===== config.mk =====
export PLATFORM = sky130hd
export DESIGN_NAME = cap_perm_sel
export DESIGN_NICKNAME = d
export VERILOG_FILES = /design/src/rtl/cap_chk_pkg.sv /design/src/rtl/cap_perm_sel.sv
export SDC_FILE = /design/constraint.sdc
export NUM_CORES = 1
export LEC_CHECK = 0
export ABC_AREA = 1
export ABC_CLOCK_PERIOD_IN_PS = 800
export CAP_MARGIN = 20
export CORE_AREA = 2 2 39 41
export DETAILED_ROUTE_END_ITERATION = 8
export DIE_AREA = 0 0 41 43
export PLACE_DENSITY_LB_ADDON = 0.05
export SLEW_MARGIN = 20
export SYNTH_ARGS = -nofsm -noshare
export SYNTH_HDL_FRONTEND = slang
export SYNTH_SLANG_ARGS = --single-unit

===== constraint.sdc =====
create_clock -name vclk -period 0.8
set_input_delay 0.16 -clock vclk [all_inputs]
set_output_delay 0.16 -clock vclk [all_outputs]
set_load 0.02 [all_outputs]

===== src/rtl/cap_chk_pkg.sv =====
package cap_chk_pkg;
  typedef enum logic [1:0] {
    ACC_LOAD  = 2'd0,
    ACC_STORE = 2'd1,
    ACC_FETCH = 2'd2,
    ACC_RSVD  = 2'd3
  } acc_kind_e;

  typedef enum logic [2:0] {
    CAUSE_NONE = 3'd0,
    CAUSE_TAG  = 3'd1,
    CAUSE_SEAL = 3'd2,
    CAUSE_PERM = 3'd3,
    CAUSE_LEN  = 3'd4
  } cause_e;
endpackage


===== src/rtl/cap_perm_sel.sv =====
module cap_perm_sel
  import cap_chk_pkg::*;
#(
  parameter int PERM_W  = 3,
  parameter int OTYPE_W = 18,
  parameter int LD_IDX  = 0,
  parameter int ST_IDX  = 1,
  parameter int EX_IDX  = 2
) (
  input  logic [PERM_W-1:0]  perms,
  input  logic [OTYPE_W-1:0] otype,
  input  acc_kind_e          kind,
  output logic               sealed,
  output logic               perm_ok
);
  localparam logic [OTYPE_W-1:0] UNSEALED = '1;

  always_comb begin
    sealed = (otype != UNSEALED);
    unique case (kind)
      ACC_LOAD:  perm_ok = perms[LD_IDX];
      ACC_STORE: perm_ok = perms[ST_IDX];
      ACC_FETCH: perm_ok = perms[EX_IDX];
      default:   perm_ok = 1'b0;
    endcase
  end
endmodule


# After elaboration in Yosys (flattened, before gate mapping)
# Index checks and enable logic that the tools add are counted.
op_classes:
  muxes: 1
  n_eq_ne: 3
  n_reduce_logical: 1
ops:
  columns: ["op", "count"]
  rows:
  - ["18-bit != test, second input constant", 1]
  - ["1-bit one-hot mux with 3 select lines", 1]
  - ["2-bit by 1-bit == test with 1-bit output, second input constant", 1]
  - ["2-bit == test, second input constant", 1]
  - ["2-bit logical NOT", 1]
totals:
  wordCells: 5
  output_inout_bits: 2
  reg_bits: 0
  in_bits: 23

# Logic depth before layout (Yosys ltp)
# Gate-level depths: netlist of run 1.
logic_depth:
  word_depth: 2
  ltp_mapped: 5
  depth_no_buf: 5

# Worst setup path after synthesis of run 1
# No wires, ideal clock.
synth_timing:
  path_type: "in2out"
  start: "input otype[7]"
  end: "output sealed"
  arrival_ns: 0.540
  path_buffers: 0
  path_slack_ns: 0.100
  cell_stages: 5
  t_required_ns: 0.640
  path_cell_list: "nand2_1 nor2_1 nand2_1 nor2_1 nand2_1"
synth_via:
  elab_chain_len: 1
synth_lines:
  columns: ["item", "line", "text"]
  rows:
  - ["start, declared", "cap_perm_sel.sv:11", "input logic [OTYPE_W-1:0] otype,"]
  - ["18-bit != test", "cap_perm_sel.sv:19", "sealed = (otype != UNSEALED);"]
  - ["end, declared", "cap_perm_sel.sv:13", "output logic sealed,"]
# Every way passes these cells.

# Final worst setup path of run 1
layout_timing:
  start: "input otype[10]"
  end: "output sealed"
# The elaborated chain is that of the path after synthesis.

==> run summary, run 1 <==
The post-synthesis net count is 42. The kind of critical path is in -> out. In this design, the largest share of critical-path delay is due to simple AND/OR/NAND/NOR gates.

VDD sags by at most 0.0001120 V. In this run the power spent charging and discharging nets is 0.04356 mW. The worst endpoint data arrival time is 0.69 ns. The number of rows in the core area came out at 14. The total global routing track utilization came out at 0.05395. The net count of the finished layout came out at 70. The first-pass GRT wire length came out at 703 µm. The number of instances in the synthesized netlist came out at 19.

Traced cell by cell, the critical path runs through buf_2 -> nand2_1 -> nor2_1 -> nand2_1 -> nor2_1 -> nand2_1 -> buf_6. The critical path endpoint is sealed. For this design, the slowest cell found on the critical path is sky130_fd_sc_hd__buf_6. The count of final hold-check violations was 0. The worst max-slew margin expressed relative to the limit came out at 0.9253. The number of slew-limit violations in the final report is 0. The share of the synthesized area in the top cell type came out at 0.3529. The mean number of vias per cell is 3.557. The largest single stage delay on the critical path is 0.13 ns.

After filler insertion, the fill cell instance count of the layout stands at 150. The fraction of power consumed by combinational cells is 1.000. Detailed placement ended at an HPWL of 445.7 µm. The detail route stage leaves a number of antenna-violating nets equal to 0. The congestion estimate from routability-driven global placement came to 0.5507. Setup violations remaining at the end of the flow were counted as 2. After detailed routing, the number of remaining DRC violations is 0. The clock buffer count came out at 0. The internal power of the cells totals 0.09580 mW. The initial antenna violation count came out at 0. The maximum number of pins on one net before global-route repair came out at 3. The number of detailed-routing iterations run before antenna repair is 1.

The initial cell density of the core came out at 0.06148. The switching share of power is 0.3126. The class of the tightest hold or removal check is in -> out. The worst setup path is captured at an output pin. The most numerous cell type found on the critical path is sky130_fd_sc_hd__nand2_1. The die area is 0.001763 mm². For the finished layout, the period the worst path requires is 0.8489 ns. The portion of the post-synthesis area used by sequential elements is 0. The part of the cycle the worst path needs came out at 1.061. In the final timing run, aggregate negative setup slack is -0.08683 ns. The number of unique standard cell types used by synthesis came out at 7. For the worst setup path, the data required time is 0.64 ns. The worst hold slack is 0.6268 ns.

By area the synthesized netlist is led by sky130_fd_sc_hd__nand2_1, sky130_fd_sc_hd__nor2_1, sky130_fd_sc_hd__nand4_2. Global routing finished with a remaining overflow of 0. The overall via count from detail_route is 217.

The number of warnings reported in the yosys synthesis log is 0. The relative contribution of sequential cells to total power is 0. The via count of the first global-routing pass is 222. The number of flip-flops and latches is 0. The area taken by flip-flops and latches is 0 µm². The flow ran to the end, but the final reports show violations. The die span in y is 43 µm.

The average detailed-routed wire length per instance is 8.000 µm. The timing startpoint of the critical path is otype[10]. The initial detailed-routing violation count came out at 0.

The startpoint kind of the worst setup timing path is an input pin. The die width is 41 µm. Pin placement for this block handled 25 I/O pins. The count of port buffers added during placement is 25. The synthesized area divided by synthesized cell count came out at 4.478 µm². Derived from the worst setup path, the maximum achievable clock frequency is 1178 MHz. The ratio of cells with drive above 1 in the final layout came out at 0.5778. The number of maximum-capacitance constraint violations is 0. The buffer and inverter count on the worst path is 2.

At the placement stage, the worst setup path has a slack of -0.9129 ns. The top fanout value on the critical path is 1. The area of the core region is 0.001384 mm². The final antenna diode count is 0. The checks that failed: setup timing. The static leakage power is 0.1702 nW. Power spread over the standard cell area amounts to 399.2 mW/mm². The dominant cell type by area after synthesis is sky130_fd_sc_hd__nand2_1. Setup repair after global routing could not meet its margin everywhere.

The transition time at the pin with the least slew margin came out at 0.1113 ns. In this run the number of cells on the critical path is 7. The fraction of power consumed by the clock network is 0. Compared with the post-synthesis result, the final layout area differs by 310.3%. The post-layout worst setup margin came out at -0.04894 ns. The cell area that synthesis handed to floorplanning was 85.08 µm². The final routed wirelength across all metal layers is 488 µm.
[timing repair]
item | in CTS | in global routing
gates resized for setup | 77 | 14
hold buffers | 0 | 0
pin swaps | 18 | 10
endpoints found under the setup margin | 2 | 2
buffers inserted | 1 | 0
[per-layer routing]
metal,vias up,share of wire,global-route usage
met3,0,0.13,0.005236
met1,86,0.33,0.05380
met5,-,0,0
met2,17,0.53,0.1125
li1,114,-,-
met4,0,0,0
[kinds of logic after synthesis]
group,after synthesis,share of synthesized area
buffers and inverters,1,0.04408
AND/OR/NAND/NOR,17,0.8970
AO/OA/AOI/OAI,1,0.05877
[how the worst min path moves through the flow]
stage          startpoint  endpoint  cells after the start
6_report          kind[1]   perm_ok                      4
5_1_grt           kind[1]   perm_ok                      4
4_1_cts           kind[1]   perm_ok                      4
3_5_place_dp     perms[1]   perm_ok                      4
3_3_place_gp     perms[1]   perm_ok                      4
2_1_floorplan    perms[0]   perm_ok                      2
[cells in the mapped netlist]
cell	n
sky130_fd_sc_hd__nor2_1	6
sky130_fd_sc_hd__nand3_1	1
sky130_fd_sc_hd__nand4_1	1
sky130_fd_sc_hd__nand4_2	1
sky130_fd_sc_hd__nand2_1	8
sky130_fd_sc_hd__o21ai_1	1
sky130_fd_sc_hd__inv_1	1
[power by group through the flow]
| stage | sequential, mW | combinational [mW] | clock, mW |
|---|---|---|---|
| 2_1_floorplan | 0 | 0.0231 | 0 |
| 3_3_place_gp | 0 | 0.145 | 0 |
| 3_5_place_dp | 0 | 0.149 | 0 |
| 4_1_cts | 0 | 0.141 | 0 |
| 5_1_grt | 0 | 0.150 | 0 |
| 6_report | 0 | 0.139 | 0 |
[final cells by class]
cell class                      count  area, µm²  area share
Inverter                            1      6.256     0.01792
Multi-Input combinational cell     18      96.34      0.2760
Tap cell                           16      20.02     0.05735
Timing Repair Buffer               26      226.5      0.6487
[cell usage in the layout, fill, tap and decap left out, drive strengths merged]
cell,count
clkbuf,6
nand4,2
dlygate4sd2,2
buf,14
clkdlybuf4s15,4
nand3,1
inv,1
o21ai,1
nor2,6
nand2,8
[worst min-delay path, stage by stage]
cell                      delay, ns
sky130_fd_sc_hd__buf_8         0.08
sky130_fd_sc_hd__o21ai_1       0.05
sky130_fd_sc_hd__nand2_1       0.06
sky130_fd_sc_hd__buf_6         0.11
[per-stage QoR]
| step | util | instances | total power [mW] | cell area [µm²] |
|---|---|---|---|---|
| floorplan | - | 19 | 0.02311 | 85.08 |
| global placement | 0.2568 | 60 | 0.1446 | 355.3 |
| detailed placement | 0.2568 | 60 | 0.1489 | 355.3 |
| CTS | 0.2640 | 61 | 0.1410 | 365.4 |
| global route | 0.2523 | 61 | 0.1500 | 349.1 |
| finish | 0.2523 | 61 | 0.1394 | 349.1 |
No activity file was read; power rests on OpenSTA's default activity.
==> inputs of run 2 (changes only) <==
CAP_MARGIN = default   (was 20)
==> results of run 2 <==
No change in the layout: final DEF, timing and power equal those of run 1.
